<file path="config.mk">
export PLATFORM = sky130hd
export DESIGN_NAME = mover_cpu
export DESIGN_NICKNAME = d
export VERILOG_FILES = /design/src/rtl/mover_pkg.sv /design/src/rtl/mover_alu.sv /design/src/rtl/mover_decode.sv /design/src/rtl/mover_seq.sv /design/src/rtl/mover_cpu.sv
export SDC_FILE = /design/constraint.sdc
export NUM_CORES = 1
export LEC_CHECK = 0
export BUFFER_PORTS_ARGS = -buffer_cell sky130_fd_sc_hd__clkbuf_2
export CAP_MARGIN = 20
export CORE_MARGIN = 3
export CORE_UTILIZATION = 40
export CTS_BUF_LIST = sky130_fd_sc_hd__clkbuf_4
export DETAILED_ROUTE_END_ITERATION = 7
export GPL_TIMING_DRIVEN = 0
export SLEW_MARGIN = 20
export SYNTH_ARGS = -nofsm -noshare
export SYNTH_HDL_FRONTEND = slang
export SYNTH_SLANG_ARGS = --single-unit
</file>
<file path="constraint.sdc">
create_clock -name clk_i -period 6.45 [get_ports clk_i]
set_input_delay 0.9675 -clock clk_i [delete_from_list [all_inputs] [get_ports clk_i]]
set_output_delay 0.9675 -clock clk_i [all_outputs]
set_load 0.02 [all_outputs]
</file>
<file path="src/rtl/mover_pkg.sv">
package mover_pkg;
  typedef enum logic [2:0] {
    ST_FSRC,
    ST_FDST,
    ST_LOAD,
    ST_STORE,
    ST_HALT
  } state_e;

  localparam logic [2:0] ADR_PC   = 3'd0;
  localparam logic [2:0] ADR_OPA  = 3'd1;
  localparam logic [2:0] ADR_OPB  = 3'd2;
  localparam logic [2:0] ADR_ADD  = 3'd3;
  localparam logic [2:0] ADR_SUB  = 3'd4;
  localparam logic [2:0] ADR_AND  = 3'd5;
  localparam logic [2:0] ADR_ZF   = 3'd6;
  localparam logic [2:0] ADR_HALT = 3'd7;
  localparam int         ADR_RAM  = 8;
endpackage

</file>
<file path="src/rtl/mover_alu.sv">
module mover_alu #(
  parameter int DATA_W = 16
) (
  input  logic              clk_i,
  input  logic              rst_ni,
  input  logic              wr_a_i,
  input  logic              wr_b_i,
  input  logic [DATA_W-1:0] wdata_i,
  output logic [DATA_W-1:0] a_o,
  output logic [DATA_W-1:0] b_o,
  output logic [DATA_W-1:0] sum_o,
  output logic [DATA_W-1:0] diff_o,
  output logic [DATA_W-1:0] and_o,
  output logic              zf_o
);
  always_ff @(posedge clk_i or negedge rst_ni) begin
    if (!rst_ni) begin
      a_o <= '0;
      b_o <= '0;
    end else begin
      if (wr_a_i) a_o <= wdata_i;
      if (wr_b_i) b_o <= wdata_i;
    end
  end

  assign sum_o  = a_o + b_o;
  assign diff_o = a_o - b_o;
  assign and_o  = a_o & b_o;
  assign zf_o   = (a_o == b_o);

  AST_RESULT_HOLD: assert property (@(posedge clk_i) disable iff (!rst_ni)
    (!wr_a_i && !wr_b_i) |=> (sum_o == $past(sum_o) && diff_o == $past(diff_o))) else $error("results changed");
  AST_ZF_DIFF: assert property (@(posedge clk_i) disable iff (!rst_ni)
    zf_o |-> (diff_o == '0)) else $error("zero flag mismatch");
endmodule

</file>
<file path="src/rtl/mover_decode.sv">
module mover_decode
  import mover_pkg::*;
#(
  parameter int DATA_W = 16
) (
  input  logic              clk_i,
  input  logic              rst_ni,
  input  state_e            state_i,
  input  logic [DATA_W-1:0] pc_i,
  input  logic [DATA_W-1:0] src_i,
  input  logic [DATA_W-1:0] dst_i,
  input  logic [DATA_W-1:0] val_i,
  input  logic [DATA_W-1:0] rdata_i,
  input  logic [DATA_W-1:0] a_i,
  input  logic [DATA_W-1:0] b_i,
  input  logic [DATA_W-1:0] sum_i,
  input  logic [DATA_W-1:0] diff_i,
  input  logic [DATA_W-1:0] and_i,
  input  logic              zf_i,
  output logic [DATA_W-1:0] mem_addr_o,
  output logic              mem_we_o,
  output logic [DATA_W-1:0] load_val_o,
  output logic              wr_pc_o,
  output logic              wr_a_o,
  output logic              wr_b_o,
  output logic              wr_halt_o
);
  localparam logic [DATA_W-1:0] RAM_BASE = DATA_W'(ADR_RAM);

  logic              src_lit, src_ram, dst_ram, store_sp;
  logic [DATA_W-1:0] sp_val;

  assign src_lit  = src_i[DATA_W-1];
  assign src_ram  = !src_lit && (src_i >= RAM_BASE);
  assign dst_ram  = dst_i >= RAM_BASE;
  assign store_sp = (state_i == ST_STORE) && !dst_ram;

  always_comb begin
    unique case (src_i[2:0])
      ADR_PC:   sp_val = pc_i;
      ADR_OPA:  sp_val = a_i;
      ADR_OPB:  sp_val = b_i;
      ADR_ADD:  sp_val = sum_i;
      ADR_SUB:  sp_val = diff_i;
      ADR_AND:  sp_val = and_i;
      ADR_ZF:   sp_val = {{(DATA_W-1){1'b0}}, zf_i};
      default:  sp_val = '0;
    endcase
  end

  always_comb begin
    if (src_lit)      load_val_o = {1'b0, src_i[DATA_W-2:0]};
    else if (src_ram) load_val_o = rdata_i;
    else              load_val_o = sp_val;
  end

  always_comb begin
    mem_we_o = 1'b0;
    unique case (state_i)
      ST_FSRC:  mem_addr_o = pc_i;
      ST_FDST:  mem_addr_o = pc_i + DATA_W'(1);
      ST_LOAD:  mem_addr_o = src_i;
      ST_STORE: begin
        mem_addr_o = dst_i;
        mem_we_o   = dst_ram;
      end
      default:  mem_addr_o = pc_i;
    endcase
  end

  assign wr_pc_o   = store_sp && (dst_i[2:0] == ADR_PC);
  assign wr_a_o    = store_sp && (dst_i[2:0] == ADR_OPA);
  assign wr_b_o    = store_sp && (dst_i[2:0] == ADR_OPB);
  assign wr_halt_o = store_sp && (dst_i[2:0] == ADR_HALT);

  AST_WE_RAM_ONLY: assert property (@(posedge clk_i) disable iff (!rst_ni)
    mem_we_o |-> (mem_addr_o >= RAM_BASE)) else $error("write below RAM");
  AST_WE_DATA: assert property (@(posedge clk_i) disable iff (!rst_ni)
    mem_we_o |-> $past(state_i == ST_LOAD)) else $error("write outside store");
endmodule

</file>
<file path="src/rtl/mover_seq.sv">
module mover_seq
  import mover_pkg::*;
#(
  parameter int DATA_W   = 16,
  parameter int RESET_PC = 8
) (
  input  logic              clk_i,
  input  logic              rst_ni,
  input  logic [DATA_W-1:0] rdata_i,
  input  logic [DATA_W-1:0] load_val_i,
  input  logic              wr_pc_i,
  input  logic              wr_halt_i,
  output state_e            state_o,
  output logic [DATA_W-1:0] pc_o,
  output logic [DATA_W-1:0] src_o,
  output logic [DATA_W-1:0] dst_o,
  output logic [DATA_W-1:0] val_o,
  output logic              halted_o
);
  always_ff @(posedge clk_i or negedge rst_ni) begin
    if (!rst_ni) begin
      state_o <= ST_FSRC;
      pc_o    <= DATA_W'(RESET_PC);
      src_o   <= '0;
      dst_o   <= '0;
      val_o   <= '0;
    end else begin
      unique case (state_o)
        ST_FSRC: begin
          src_o   <= rdata_i;
          state_o <= ST_FDST;
        end
        ST_FDST: begin
          dst_o   <= rdata_i;
          state_o <= ST_LOAD;
        end
        ST_LOAD: begin
          val_o   <= load_val_i;
          state_o <= ST_STORE;
        end
        ST_STORE: begin
          if (wr_halt_i) begin
            state_o <= ST_HALT;
          end else begin
            pc_o    <= wr_pc_i ? val_o : pc_o + DATA_W'(2);
            state_o <= ST_FSRC;
          end
        end
        default: state_o <= ST_HALT;
      endcase
    end
  end

  assign halted_o = (state_o == ST_HALT);

  AST_PC_STEP: assert property (@(posedge clk_i) disable iff (!rst_ni)
    (state_o == ST_STORE && !wr_pc_i && !wr_halt_i) |=> (pc_o == $past(pc_o) + DATA_W'(2))) else $error("pc step");
  AST_PC_JUMP: assert property (@(posedge clk_i) disable iff (!rst_ni)
    (state_o == ST_STORE && wr_pc_i) |=> (pc_o == $past(val_o))) else $error("pc jump");
  AST_HALT_STICKY: assert property (@(posedge clk_i) disable iff (!rst_ni)
    halted_o |=> (halted_o && $stable(pc_o))) else $error("halt left");
  AST_PC_HOLD: assert property (@(posedge clk_i) disable iff (!rst_ni)
    (state_o != ST_STORE) |=> $stable(pc_o)) else $error("pc moved mid move");
endmodule

</file>
<file path="src/rtl/mover_cpu.sv">
module mover_cpu
  import mover_pkg::*;
#(
  parameter int DATA_W   = 16,
  parameter int RESET_PC = 8
) (
  input  logic              clk_i,
  input  logic              rst_ni,
  output logic [DATA_W-1:0] mem_addr_o,
  input  logic [DATA_W-1:0] mem_rdata_i,
  output logic              mem_we_o,
  output logic [DATA_W-1:0] mem_wdata_o,
  output logic              halted_o
);
  state_e            state;
  logic [DATA_W-1:0] pc, src, dst, val, load_val;
  logic [DATA_W-1:0] op_a, op_b, sum, diff, andv;
  logic              zf, wr_pc, wr_a, wr_b, wr_halt;

  mover_seq #(.DATA_W(DATA_W), .RESET_PC(RESET_PC)) u_seq (
    .clk_i      (clk_i),
    .rst_ni     (rst_ni),
    .rdata_i    (mem_rdata_i),
    .load_val_i (load_val),
    .wr_pc_i    (wr_pc),
    .wr_halt_i  (wr_halt),
    .state_o    (state),
    .pc_o       (pc),
    .src_o      (src),
    .dst_o      (dst),
    .val_o      (val),
    .halted_o   (halted_o)
  );

  mover_decode #(.DATA_W(DATA_W)) u_dec (
    .clk_i      (clk_i),
    .rst_ni     (rst_ni),
    .state_i    (state),
    .pc_i       (pc),
    .src_i      (src),
    .dst_i      (dst),
    .val_i      (val),
    .rdata_i    (mem_rdata_i),
    .a_i        (op_a),
    .b_i        (op_b),
    .sum_i      (sum),
    .diff_i     (diff),
    .and_i      (andv),
    .zf_i       (zf),
    .mem_addr_o (mem_addr_o),
    .mem_we_o   (mem_we_o),
    .load_val_o (load_val),
    .wr_pc_o    (wr_pc),
    .wr_a_o     (wr_a),
    .wr_b_o     (wr_b),
    .wr_halt_o  (wr_halt)
  );

  mover_alu #(.DATA_W(DATA_W)) u_alu (
    .clk_i   (clk_i),
    .rst_ni  (rst_ni),
    .wr_a_i  (wr_a),
    .wr_b_i  (wr_b),
    .wdata_i (val),
    .a_o     (op_a),
    .b_o     (op_b),
    .sum_o   (sum),
    .diff_o  (diff),
    .and_o   (andv),
    .zf_o    (zf)
  );

  assign mem_wdata_o = val;

  AST_NO_WRITE_HALTED: assert property (@(posedge clk_i) disable iff (!rst_ni)
    halted_o |-> !mem_we_o) else $error("write while halted");
endmodule

</file>
======== After elaboration in Yosys (flattened, before gate mapping) ========
Cells that the tools add are included.
word-level totals
  register bits after elaboration ......... 99
  bits in latches ......................... 0
  bits in writable memories ............... 0
  memory bits (read-only) ................. 0
  input bits .............................. 18
  output and inout bits ................... 34
  memories ................................ 0
operators by class
  add/subtract/negate cells ............... 4
  $mul .................................... 0
  divide/modulo/power cells ............... 0
  magnitude comparators ................... 2
  equal/unequal tests ..................... 14
  shift-type cells ........................ 0
  multiplexer cells ....................... 8
  bitwise logic cells ..................... 2
  reductions and logical operators ........ 12
operator list
  kind                                                   count
  one-hot mux 16 bit (7 select lines)                    1
  2-to-1 mux 16 bit                                      3
  one-hot mux 16 bit (3 select lines)                    1
  >= comparator 16 x 4 -> 1 bit (second input constant)  2
  adder 16 x 1 -> 16 bit (second input constant)         1
  adder 16 bit                                           1
  adder 16 x 2 -> 16 bit (second input constant)         1
  bitwise AND 16 bit                                     1
  equality test 16 bit                                   1
  subtractor 16 bit                                      1
  equality test 3 x 2 -> 1 bit (second input constant)   5
  equality test 3 bit (second input constant)            5
  one-hot mux 3 bit (4 select lines)                     1
  equality test 3 x 1 -> 1 bit (second input constant)   3
  zero test 3 bit                                        3
  logical AND 1 bit                                      6
  2-to-1 mux 3 bit                                       1
  zero test 1 bit                                        2
  AND reduction 2 bit                                    1
  2-to-1 mux 1 bit                                       1
  inverter 1 bit                                         1

======== Depth between registers and ports, before layout ========
  depth after elaboration ................. 6
  gate-level depth with buffers ........... 10

======== Hierarchy ========
A second synthesis with hierarchy kept.
unflattened totals
  cells, all modules ...................... 859
  area, all modules ....................... 7733.7 µm²
by module, submodules not included
  module        instances  cells each  area each (µm²)  sequential area each (µm²)
  mover_seq     1          224         2897.8           1677.9
  mover_alu     1          323         2815.2           800.8
  mover_decode  1          312         2020.7           0.0

======== Worst setup path after synthesis ========
Ideal clock, no wire load.
  path kind ............................... register -> output
  start ................................... reg u_seq.pc_o[1]
  end ..................................... out mem_addr_o[15]
  arrival ................................. 2.141 ns
  data required time ...................... 5.483 ns
  setup slack ............................. 3.341 ns
  stages on the path, launching flop included .. 10
  buffers on the path ..................... 1
  cell sequence ........................... dfrtp_1 ha_1 and3_1 and3_1 clkbuf_1 and3_1 nand4_1 o21ai_0 a21oi_1 a21oi_1
between the ends
  cells in the longest elaborated chain, start to end .. 2
RTL lines
  what                                 RTL line            RTL
  from (decl)                          mover_seq.sv:14     output logic [DATA_W-1:0] pc_o,
  from (signal assigned)               mover_seq.sv:23     pc_o <= DATA_W'(RESET_PC);
  from (signal assigned)               mover_seq.sv:45     pc_o <= wr_pc_i ? val_o : pc_o + DATA_W'(2);
  adder 16 x 1 -> 16 bit               mover_decode.sv:61  ST_FDST: mem_addr_o = pc_i + DATA_W'(1);
  one-hot mux 16 bit (3 select lines)  mover_decode.sv:59  unique case (state_i)
  to (decl)                            mover_cpu.sv:9      output logic [DATA_W-1:0] mem_addr_o,
No other way between the ends.

======== Worst setup path in the final report ========
  start ................................... reg u_seq.pc_o[2]
  end ..................................... out mem_addr_o[15]
The elaborated chain is that of the path after synthesis.

==> metrics.txt <==
status finished clean; DRT Wirelength 26300 um; Post-Syn Nets 973; core outline area 18800 um2; Port Buffers 51; Placer Congestion 0.975; Slew Limit Fails 0; Worst-Skew Late Latency 470 ps; FMAX 243 MHz; H-Tree Depth 3; area of the mapped netlist 7670 um2; Yosys Warn Count 0; clock slew at reported path FFs 160 ps; initial antenna violation count 1; DRT Pass-1 Iters 5; relative slew slack 42.8%; Reg2Reg Depth 9; first-pass GRT wire length 41100 um; largest net degree at the start of global routing 63; Switching Fraction 36.2%; FF-to-FF Start u_alu.b_o[1]; final worst path period share 63.9%; Pwr Total 1.42 mW; total track usage 25.6%; RSZ-0062 raised after global routing no; post-CTS sizing 0; NetSw 0.513 mW; CTS sink cnt 99; total grt overflow 0; Synth area leaders dfrtp_1 (32%), mux2_2 (6.3%), ha_1 (5.5%); Syn Area/Cell 8.34 um2; Lkg Pwr 3.72 nW; CTS tree done; Root Driver clkbuf_4; post-synth top area share 32.0%; sequential-to-total area share from yosys stat 32.3%; row count 50; cell count after synthesis 919; DRC Markers 0; DR vias 7302; HPWL after DPL 20500 um; initial core utilization 40.8%; Worst Hold Slack 384 ps; Hold/Removal Path Class input port to asynchronous set/reset pin; shortest period the worst path allows 4120 ps; Async S/R FF share, synth 100%; vias per cell 5.98; DP Cell Count 1205; sequential share of power 54.1%; FF+latch count, synth 99; clock power share 24.2%; Most used DFF post-synth dfrtp_1; ANT nets after route 0; met3 Usage GRT 2.41%; Post-CTS Setup Inserts 0; crit path launch type flop; wire per inst 21.5 um; crit path kind flop to output port; worst-path maximum fanout 7; crit path DAT 3150 ps; Reg2Reg Setup Slack 3330 ps; Req. time, crit path 5480 ps; worst slew pin tran 855 ps; met1 Use GR 36.4%; Die W 144 um; most common cell in the synthesized netlist nand2_1; met2 GRT Util 40.7%; Fin. Hold Viols 0; Setup Viol. Count Final 0; IO Pins 52; Post-Route Utilization 44.7%; Final Skew 28.5 ps; setup TNS 0 ps; FF-to-FF End u_seq.val_o[13]; PD cells 169 nW/um2; Post-synth EDFFs 0; Yosys top cell by area dfrtp_1; Die Ht 144 um; Distinct cells, synth 80; non-filler cells, final 1222; Critical Path End Type output port; layout cell share with drive strength beyond 1 15.4%; die area 20900 um2; synth cell count leaders nand2_1 (109), dfrtp_1 (98), a21oi_1 (78); P_int 0.906 mW; area delta synth->final 9.50%; final net count 1036; TritonCTS Buffers 9; hold bufs inserted after CTS 0; logic gate share of total power 21.7%; gr busiest metal met2; DR iter-0 viols 761; Peak VDD IR 0.0989 mV; Longest Clk Path Bufs 2; number of global-route vias before repair 6999; Max Cap Viol 0
flip-flops by register name, summed over array words and instances (netlist names):
signal and flops:
u_alu.a_o 16, u_alu.b_o 16, u_seq.dst_o 16, u_seq.pc_o 16
u_seq.src_o 16, u_seq.state_o 3, u_seq.val_o 16
critical path: stages, from the launching register on:
cell      delay, ps
dfrtp_1         550
ha_1            300
and3_1          250
and3_1          170
clkbuf_1        260
and3_1          280
nand4_1         210
o21ai_0         220
a21oi_1          90
a21oi_1         180
clkbuf_2        200
power groups by stage:
stage	clock network, mW	logic (mW)	registers (mW)
floorplan	0	0.174	0.758
global placement	0	0.302	0.777
detailed placement	0	0.307	0.777
CTS	0.350	0.309	0.765
global route	0.375	0.340	0.778
finish	0.343	0.308	0.768
metal layers:
metal / part of all wire, % / wire [um] / vias to the layer above
met3: 4.6 / 1200 / 48
met5: 0 / 0 / -
li1: - / - / 3466
met4: 3.1 / 825 / 0
met2: 46 / 12100 / 261
met1: 46 / 12100 / 3527
layout make-up:
class | count | area (um2)
Antenna cell | 1 | 2.50
Buffer | 66 | 279
Clock buffer | 10 | 75.1
Clock inverter | 6 | 66.3
Fill cell | 1902 | 10400
Inverter | 41 | 154
Multi-Input combinational cell | 713 | 4750
Sequential cell | 99 | 2480
Tap cell | 234 | 293
Timing Repair Buffer | 52 | 292
stage by stage:
step | worst slack [ps] | instance area (um2)
floorplan | 3340 | 7670
global placement | 2940 | 8210
detailed placement | 2950 | 8250
CTS | 2410 | 8390
global route | 2170 | 8390
finish | 2330 | 8390
worst max-delay path by stage:
stage / cells after the start / end / slack (ps) / from
floorplan: 9 / mem_addr_o[15] / 3340 / u_seq.pc_o[1]
finish: 10 / mem_addr_o[15] / 2330 / u_seq.pc_o[2]
detailed placement: 10 / mem_addr_o[15] / 2950 / u_seq.pc_o[1]
global route: 10 / mem_addr_o[15] / 2170 / u_seq.pc_o[2]
CTS: 10 / mem_addr_o[15] / 2410 / u_seq.pc_o[1]
global placement: 10 / mem_addr_o[15] / 2940 / u_seq.pc_o[2]
cells by family after synthesis:
group	share of synthesized area, %
buffers and inverters	5.65
XOR/XNOR	1.94
AND/OR/NAND/NOR	20.6
multiplexers	11.8
adder cells (fa/ha/maj)	6.07
AO/OA/AOI/OAI	21.5
flip-flops	32.3
cells in the final DEF, fill, tap and decap left out, types with 14 or more instances in the layout:
master	netlist	routed
ha_1	34	34
a21oi_1	78	78
mux2_2	43	43
clkbuf_2	1	51
dfrtp_1	98	98
clkbuf_1	46	46
and3_1	14	14
nor2_1	58	58
nor3_1	27	27
nand3_1	23	23
nand2_1	109	109
inv_1	39	39
buf_2	15	15
mux2i_1	31	31
o21ai_0	76	76
No activity file was read; power rests on OpenSTA's default activity.
